==> src/rtl/exc_pkg.sv <==
package exc_pkg;

    // Cause codes are listed in priority order, highest first.
    typedef enum logic [2:0] {
        C_RST   = 3'd0,
        C_MCHK  = 3'd1,
        C_IABR  = 3'd2,
        C_TRACE = 3'd3,
        C_EXT   = 3'd4,
        C_SMI   = 3'd5,
        C_PMON  = 3'd6,
        C_DEC   = 3'd7
    } cause_e;

    localparam int NUM_CAUSE = 8;

    function automatic logic [31:0] cause_vector(input cause_e c);
        logic [31:0] v;
        unique case (c)
            C_RST:   v = 32'h0000_0100;
            C_MCHK:  v = 32'h0000_0200;
            C_IABR:  v = 32'h0000_1300;
            C_TRACE: v = 32'h0000_0D00;
            C_EXT:   v = 32'h0000_0500;
            C_SMI:   v = 32'h0000_1400;
            C_PMON:  v = 32'h0000_0F00;
            C_DEC:   v = 32'h0000_0900;
            default: v = 32'h0000_0100;
        endcase
        return v;
    endfunction

endpackage

==> src/rtl/exc_dec_track.sv <==
module exc_dec_track (
    input  logic clk,
    input  logic rst_n,
    input  logic dec_msb,
    input  logic clr,
    output logic rise,
    output logic pend
);
    logic msb_q;

    assign rise = dec_msb & ~msb_q;

    always_ff @(posedge clk) begin
        if (!rst_n) begin
            msb_q <= 1'b0;
            pend  <= 1'b0;
        end else begin
            msb_q <= dec_msb;
            // A new edge wins over a clear in the same cycle.
            pend  <= rise | (pend & ~clr);
        end
    end
endmodule

==> src/rtl/exc_iabr_match.sv <==
module exc_iabr_match #(
    parameter int EA_W  = 32,
    parameter int CMP_W = 30
) (
    input  logic [CMP_W-1:0] iabr_addr,
    input  logic             iabr_te,
    input  logic             iabr_en,
    input  logic             msr_ir,
    input  logic [EA_W-1:0]  next_ea,
    output logic             hit
);
    localparam int TOP = EA_W - 1;

    logic [CMP_W-1:0] ea_hi;
    assign ea_hi = next_ea[TOP -: CMP_W];
    assign hit   = iabr_en & (iabr_te == msr_ir) & (ea_hi == iabr_addr);
endmodule

==> src/rtl/exc_prio_pick.sv <==
module exc_prio_pick #(
    parameter int N = 8
) (
    input  logic [N-1:0]         req,
    output logic                 any,
    output logic [$clog2(N)-1:0] idx
);
    localparam int IDX_W = $clog2(N);

    logic [N-1:0] first;

    // first[i] is set when req[i] is the lowest-index request.
    genvar g;
    generate
        for (g = 0; g < N; g++) begin : g_first
            if (g == 0) begin : g_lead
                assign first[g] = req[g];
            end else begin : g_rest
                assign first[g] = req[g] & ~(|req[g-1:0]);
            end
        end
    endgenerate

    always_comb begin
        idx = '0;
        for (int i = 0; i < N; i++) begin
            if (first[i]) idx = IDX_W'(i);
        end
    end

    assign any = |req;
endmodule

==> src/rtl/exc_vector_unit.sv <==
module exc_vector_unit
    import exc_pkg::*;
#(
    parameter int EA_W  = 32,
    parameter int CMP_W = 30,
    parameter int PAR_W = 3,
    parameter int VEC_W = 20
) (
    input  logic             clk,
    input  logic             rst_n,
    input  logic             hard_rst_req,
    input  logic             soft_rst_req,
    input  logic             por_req,
    input  logic             dbus_tea,
    input  logic             mchk_pin,
    input  logic [PAR_W-1:0] parity_err,
    input  logic             ext_int_pin,
    input  logic             smi_pin,
    input  logic             msr_ee,
    input  logic             msr_me,
    input  logic             msr_se,
    input  logic             msr_be,
    input  logic             msr_ir,
    input  logic             branch_done,
    input  logic             pmon_limit_hit,
    input  logic             pmon_int_en,
    input  logic             dec_msb,
    input  logic [CMP_W-1:0] iabr_addr,
    input  logic             iabr_te,
    input  logic             iabr_en,
    input  logic [EA_W-1:0]  next_ea,
    input  logic             exc_ack,
    output logic             exc_take,
    output logic [VEC_W-1:0] exc_vector
);
    localparam int NSRC  = NUM_CAUSE;
    localparam int IDX_W = $clog2(NSRC);

    typedef enum logic [1:0] {
        ST_IDLE = 2'd0,
        ST_TAKE = 2'd1,
        ST_HOLD = 2'd2
    } state_e;

    state_e           state_q, state_d;
    logic             dec_rise, dec_pend, dec_clr, iabr_hit;
    logic [NSRC-1:0]  req;
    logic             req_any;
    logic [IDX_W-1:0] req_idx;
    cause_e           cause_q;
    logic [VEC_W-1:0] vec_q;
    logic [31:0]      vec_full;

    exc_dec_track u_dec (
        .clk     (clk),
        .rst_n   (rst_n),
        .dec_msb (dec_msb),
        .clr     (dec_clr),
        .rise    (dec_rise),
        .pend    (dec_pend)
    );

    exc_iabr_match #(.EA_W(EA_W), .CMP_W(CMP_W)) u_iabr (
        .iabr_addr (iabr_addr),
        .iabr_te   (iabr_te),
        .iabr_en   (iabr_en),
        .msr_ir    (msr_ir),
        .next_ea   (next_ea),
        .hit       (iabr_hit)
    );

    // Each source is gated by its own enable condition.
    always_comb begin
        req          = '0;
        req[C_RST]   = hard_rst_req | soft_rst_req | por_req;
        req[C_MCHK]  = msr_me & (dbus_tea | mchk_pin | (|parity_err));
        req[C_IABR]  = iabr_hit;
        req[C_TRACE] = msr_se | (branch_done & msr_be);
        req[C_EXT]   = msr_ee & ext_int_pin;
        req[C_SMI]   = msr_ee & smi_pin;
        req[C_PMON]  = pmon_limit_hit & pmon_int_en;
        req[C_DEC]   = msr_ee & (dec_pend | dec_rise);
    end

    exc_prio_pick #(.N(NSRC)) u_pick (
        .req (req),
        .any (req_any),
        .idx (req_idx)
    );

    assign vec_full = cause_vector(cause_e'(req_idx));
    assign dec_clr  = (state_q != ST_IDLE) && exc_ack && (cause_q == C_DEC);

    always_comb begin
        state_d = state_q;
        unique case (state_q)
            ST_IDLE: if (req_any) state_d = ST_TAKE;
            ST_TAKE: state_d = exc_ack ? ST_IDLE : ST_HOLD;
            ST_HOLD: if (exc_ack) state_d = ST_IDLE;
            default: state_d = ST_IDLE;
        endcase
    end

    always_ff @(posedge clk) begin
        if (!rst_n) begin
            state_q <= ST_IDLE;
            cause_q <= C_RST;
            vec_q   <= '0;
        end else begin
            state_q <= state_d;
            if (state_q == ST_IDLE && req_any) begin
                cause_q <= cause_e'(req_idx);
                vec_q   <= vec_full[VEC_W-1:0];
            end
        end
    end

    always_comb begin
        exc_take   = (state_q == ST_TAKE);
        exc_vector = vec_q;
    end
endmodule

==> config.mk <==
export PLATFORM = sky130hd
export DESIGN_NAME = exc_vector_unit
export DESIGN_NICKNAME = d
export VERILOG_FILES = /design/src/rtl/exc_pkg.sv /design/src/rtl/exc_dec_track.sv /design/src/rtl/exc_iabr_match.sv /design/src/rtl/exc_prio_pick.sv /design/src/rtl/exc_vector_unit.sv
export SDC_FILE = /design/constraint.sdc
export NUM_CORES = 1
export LEC_CHECK = 0
export ABC_AREA = 0
export BUFFER_PORTS_ARGS = -buffer_cell sky130_fd_sc_hd__buf_4
export CORE_ASPECT_RATIO = 1.5
export CORE_MARGIN = 2
export CORE_UTILIZATION = 40
export CTS_BUF_LIST = sky130_fd_sc_hd__clkbuf_16
export DETAILED_ROUTE_END_ITERATION = 16
export GPL_TIMING_DRIVEN = 0
export PLACE_DENSITY = 0.95
export SETUP_SLACK_MARGIN = 0.4
export SLEW_MARGIN = 10
export SYNTH_ARGS = -nofsm -noshare
export SYNTH_HDL_FRONTEND = slang
export SYNTH_SLANG_ARGS = --single-unit
==> constraint.sdc <==
create_clock -name clk -period 3.33 [get_ports clk]
set_clock_uncertainty 0.15 [all_clocks]
set_input_delay 0 -clock clk [delete_from_list [all_inputs] [get_ports clk]]
set_output_delay 0 -clock clk [all_outputs]
set_load 0.1 [all_outputs]
== Yosys cells after proc, flatten, opt, wreduce, memory -nomap -nowiden ==
Memory sizes are Yosys's and may differ from the RTL's. A register that Yosys moved wholly into a read port is not among the register bits.
Cells that the tools add are included.
Widths: inputs -> output; s select.
Cells by class
  reductions and logical operators: 15
  bitwise logic cells: 33
  muxes and demuxes: 11
  eq/ne operators: 7
Operators with widths (count)
  $eq 30x30->1: 1
  $mux 3: 6
  $and 1x1->1: 17
  $not 1->1: 9
  $reduce_or 8->1: 1
  $or 1x1->1: 7
  $reduce_or 7->1: 1
  $mux 2: 3
  $pmux 2 s3: 1
  $reduce_or 3->1: 2
  $reduce_or 6->1: 1
  $reduce_or 5->1: 1
  $ne 2x2->1 const B: 2
  $reduce_or 4->1: 1
  $eq 3x3->1 const B: 1
  $logic_and 1x1->1: 3
  $eq 2x1->1 const B: 1
  $eq 2x2->1 const B: 1
  $logic_not 2->1: 1
  $reduce_and 2->1: 1
  $reduce_bool 2->1: 1
  $reduce_or 2->1: 1
  $eq 1x1->1: 1
  $logic_not 1->1: 1
  $mux 1: 1
Storage, ports and cells
  output and inout port bits: 21
  bits of input ports: 86
  ROM bits: 40
  memories kept: 1
  bits in registers: 27
  logic and storage cells: 72
Memory list
  (no name shown): words 8, bits a word 5, read ports 1, clocked after Yosys merged registers in 1, write ports 0, RTL line exc_pkg.sv:19  | unique case (c)

== Longest topological paths before layout ==
  word-level depth: 12
  depth in mapped cells: 10

== Hierarchy ==
A second synthesis with hierarchy kept.
Unflattened totals
  cells, all modules: 139
  area total of the unflattened synthesis: 1196.1 sq um
By module, submodules not included
  exc_vector_unit: cells each 76, area an instance 676.9 sq um, instances 1, seq. area each 200.2 sq um
  exc_iabr_match: cells each 42, area an instance 356.6 sq um, instances 1, seq. area each 0.0 sq um
  exc_prio_pick: cells each 15, area an instance 87.6 sq um, instances 1, seq. area each 0.0 sq um
  exc_dec_track: cells each 6, area an instance 75.1 sq um, instances 1, seq. area each 40.0 sq um

== Least setup slack after synthesis ==
OpenSTA, ideal clock, no wires.
  path kind: input -> register
  from: input iabr_addr[0]
  to: register vec_q[9], in the netlist exc_vector[9]
  stages on the path: 9
  path slack: 1.391 ns
  arrival time: 1.703 ns
  path buffers: 0
  cells stage by stage: xor2_1 -> nor4_2 -> nand2_1 -> nor4_4 -> o21ai_1 -> and2_1 -> ha_1 -> mux2i_1 -> a211oi_1
On the way
  longest elaborated chain between the ends: 10
Ends and longest elaborated chain
  from (decl): RTL line exc_vector_unit.sv:28  | input logic [CMP_W-1:0] iabr_addr,
  $eq 30x30->1 (*): RTL line exc_iabr_match.sv:16  | assign hit = iabr_en & (iabr_te == msr_ir) & (ea_hi == iabr_addr);
  $and 1x1->1 (*): RTL line exc_iabr_match.sv:16
  $reduce_or 3->1: RTL line exc_prio_pick.sv:19  | assign first[g] = req[g] & ~(|req[g-1:0]);
  $not 1->1: RTL line exc_prio_pick.sv:19
  $and 1x1->1: RTL line exc_prio_pick.sv:19
  $mux 3 (4 in series): RTL line exc_prio_pick.sv:27  | if (first[i]) idx = IDX_W'(i);
  $mux 3 (*): RTL line exc_prio_pick.sv:27
  net req_idx[0]: RTL line exc_vector_unit.sv:49  | logic [IDX_W-1:0] req_idx;
  to (decl): RTL line exc_vector_unit.sv:51  | logic [VEC_W-1:0] vec_q;
Mark *: on every way through the listed nets, which the timed path passes. The rest lies on a longest branch.
A chain may end at the register's enable or synchronous reset.

== Final worst setup path ==
  from: input iabr_addr[3]
  to: register vec_q[9], in the netlist exc_vector[9]
The elaborated chain is that of the path after synthesis.

==> summary.md <==
| Metric | Value |
|---|---|
| Outcome | complete, no violations |
| H-tree Lvls | 1 |
| Grt peak-use layer | met2 |
| Max-slew violations | 0 |
| Register share of total power | 22.7% |
| WP depth | 10 |
| Total Routing Usage GR | 23.0% |
| Fillers | 212 |
| Gate power share | 45.5% |
| Setup TNS | 0 ns |
| Die Width | 48.1 microns |
| DRT iter0 DRCs | 12 |
| Crit Path Max Fanout | 5 |
| Int Pwr | 437 uW |
| Peak supply drop | 0.320 mV |
| Die Y-Extent | 70.1 microns |
| FP Rows | 24 |
| Fin Hold WS | 0.0133 ns |
| RSZ-0062 raised after global routing | false |
| PortBufs | 89 |
| Switch share | 37.7% |
| Fmax | 461 MHz |
| CTS buffer count | 3 |
| Fin crit period | 2.17 ns |
| Clock sink count | 12 |
| Hold WC Path Type | in2reg |
| Yosys reg bits | 12 |
| Gr ovfl total | 0 |
| Tot Pwr | 702 uW |
| Io pins | 107 |
| Starting Density | 40.9% |
| Mapped Avg Cell Area | 8.83 sq um |
| Clock Root Buffer | clkbuf_16 |
| Met2 usage | 42.5% |
| Critical Path AT | 2.17 ns |
| Met3 usage in global routing | 6.98% |
| Cells after Synth | 132 |
| Mapped Area | 1170 sq um |
| Vias in the first global route | 1383 |
| Critical path required time | 3.33 ns |
| Worst R2R Setup Slack | 1.42 ns |
| CTS clk-pin slew, worst paths | 0.04 ns |
| WP buf/inv | 1 |
| CORE AREA | 2850 sq um |
| # Post-CTS Setup Buffers | 0 |
| Hpwl dp | 3.17 mm |
| Post-CTS Hold Fix Bufs | 4 |
| CTS tree | yes |
| Clock buffer depth | 2 |
| Crit end category | flip-flop |
| Netlist cell types | 37 |
| Crit path max-delay family | simple AND/OR/NAND/NOR gates |
| Ys Warns | 0 |
| GP Congestion | 0.787 |
| Fin. Hold Viols | 0 |
| Diode count | 0 |
| Routed vias/inst | 4.72 |
| Vias | 1332 |
| MaxCap Viol Count | 0 |
| Drt pass-1 iters | 2 |
| Cells along the critical path | buf_4, xor2_1, nor4_1, nand4_1, nor4_4, o21ai_1, and2_1, ha_1, mux2i_1, a211oi_1 |
| Detail Route Antenna Nets | 0 |
| Hold Path Depth | 4 |
| Largest stage delay on the critical path | 0.39 ns |
| P_sw | 265 uW |
| Area growth syn-to-layout | 76.2% |
| R2R depth | 9 |
| Clock share of power | 31.8% |
| Final Cycle Share | 65.1% |
| Antenna violations before repair | 0 |
| Share of layout cells above drive strength 1 | 49.8% |
| Post-synthesis sequential area ratio | 20.6% |
| Die area | 3370 sq um |
| Largest net degree at the start of global routing | 11 |
| Slowest cell on crit path | nor4_1 |
| DRC | 0 |
| Critical path class | in2reg |
| Post-cts resize count | 0 |
| Final wirelength | 3.74 mm |
| Avg WL per Cell | 13.3 microns |
| Pwr/cell area | 342 nW/um^2 |
| Setup Viol. Count Final | 0 |
| Skew-Pair Late Insertion Delay | 0.24 ns |
| Worst setup SP type | primary input |
| Nets | 333 |
| Lkg Pwr | 0.00101 uW |
| First-pass GRT wire length | 5.59 mm |
| M1 GR Usage | 17.8% |
==> sequential cells by signal, summed over array words and instances (netlist names) <==
register     count
exc_vector       5
state_q          2
cause_q          3
u_dec.pend       1
u_dec.msb_q      1
==> final cells by class <==
type,count,area (sq um),area share [%]
Sequential cell,12,240,11.7
Timing Repair Buffer,93,708,34.5
Clock inverter,1,3.75,0.183
Clock buffer,3,75.1,3.65
Buffer,15,113,5.48
Inverter,5,18.8,0.914
Multi-Input combinational cell,114,847,41.2
Tap cell,39,48.8,2.38
==> logic make-up after synthesis <==
family                   after synthesis  share of synthesized area [%]
adder cells (fa/ha/maj)                3                           3.22
flip-flops                            12                           20.6
XOR/XNOR                              32                           24.0
buffers and inverters                 20                           11.3
AND/OR/NAND/NOR                       40                           23.9
AO/OA/AOI/OAI                         20                           13.2
other                                  1                          0.322
multiplexers                           4                           3.43
==> cells in the mapped netlist <==
cell type  count  area share (%)
clkinv_1       1            0.32
o21a_1         3             1.9
nand4_4        1             1.8
o21ai_0        1            0.43
nand4b_1       1            0.75
nor2b_1        5             2.7
nor4_1         4             2.1
o31ai_4        1             1.8
nand2b_1       1            0.54
a31oi_1        2             1.1
dfxtp_1       12              21
xnor2_1        8             6.0
inv_1          2            0.64
o21ai_1        3             1.3
a211oi_2       1             1.1
a21oi_1        2            0.86
nor4_2         2             2.1
xor2_1        24              18
o21ai_2        1            0.75
nor4_4         1             1.8
nor2_1         5             1.6
a21o_1         2             1.3
nor3_4         1             1.4
and2_1         3             1.6
a211oi_1       3             1.9
conb_1         1            0.32
nor3_1         1            0.43
or4_4          1            0.97
nand4_1        4             2.1
nor2_2         2             1.1
ha_1           3             3.2
mux2i_1        4             3.4
inv_2          2            0.64
buf_4         15             9.7
a32oi_1        1            0.75
nand2_2        1            0.54
nand2_1        7             2.3
==> path summary, 6_finish.rpt <==
kind / from / end
setup reg to reg: u_dec.msb_q / exc_vector[12]
hold / removal: por_req / cause_q[0]
setup / recovery: iabr_addr[3] / exc_vector[9]
hold reg to reg: exc_vector[11] / exc_vector[11]
==> routing by layer <==
metal	up-vias	routed length, microns
li1	647	-
met1	580	1080
met2	84	2040
met3	21	422
met4	0	204
met5	-	0
==> cells in the final DEF, fill, tap and decap left out, drive strengths merged <==
cell and n:
a21o 2, nor3 2, clkinv 2, or4 1, o21a 3, and2 3, nand2 8, conb 15
xnor2 8, ha 3, nand4b 1, a31oi 2, nor2 7, buf 104, dlygate4sd3 4, a32oi 1
nor2b 5, a211oi 4, a21oi 2, nor4 7, dfxtp 12, o21ai 5, clkbuf 3, nand4 5
nand2b 1, o31ai 1, inv 4, mux2i 4, xor2 24
==> stage by stage <==
stage          instances  area (sq um)  utilization (%)  worst slack [ns]
6_report             282          2050             72.0              1.16
2_1_floorplan        146          1220                -              1.39
5_1_grt              282          2050             72.0              1.03
3_5_place_dp         274          1940             67.9             0.901
4_1_cts              282          2050             72.0              1.13
3_3_place_gp         274          1940             67.9              1.04
==> power groups by stage <==
stage	Clock (uW)	Combinational, uW	Sequential, uW
6_report	223	320	159
5_1_grt	235	339	160
4_1_cts	222	320	159
3_5_place_dp	0	315	162
3_3_place_gp	0	309	161
2_1_floorplan	0	173	197
==> worst min-delay path: cells and delay by family <==
| family | cells | cell delay, ns |
|---|---|---|
| AO/OA/AOI/OAI | 1 | 0.17 |
| buffers and inverters | 1 | 0.09 |
| AND/OR/NAND/NOR | 2 | 0.09 |
(Power assumes the default switching activity.)
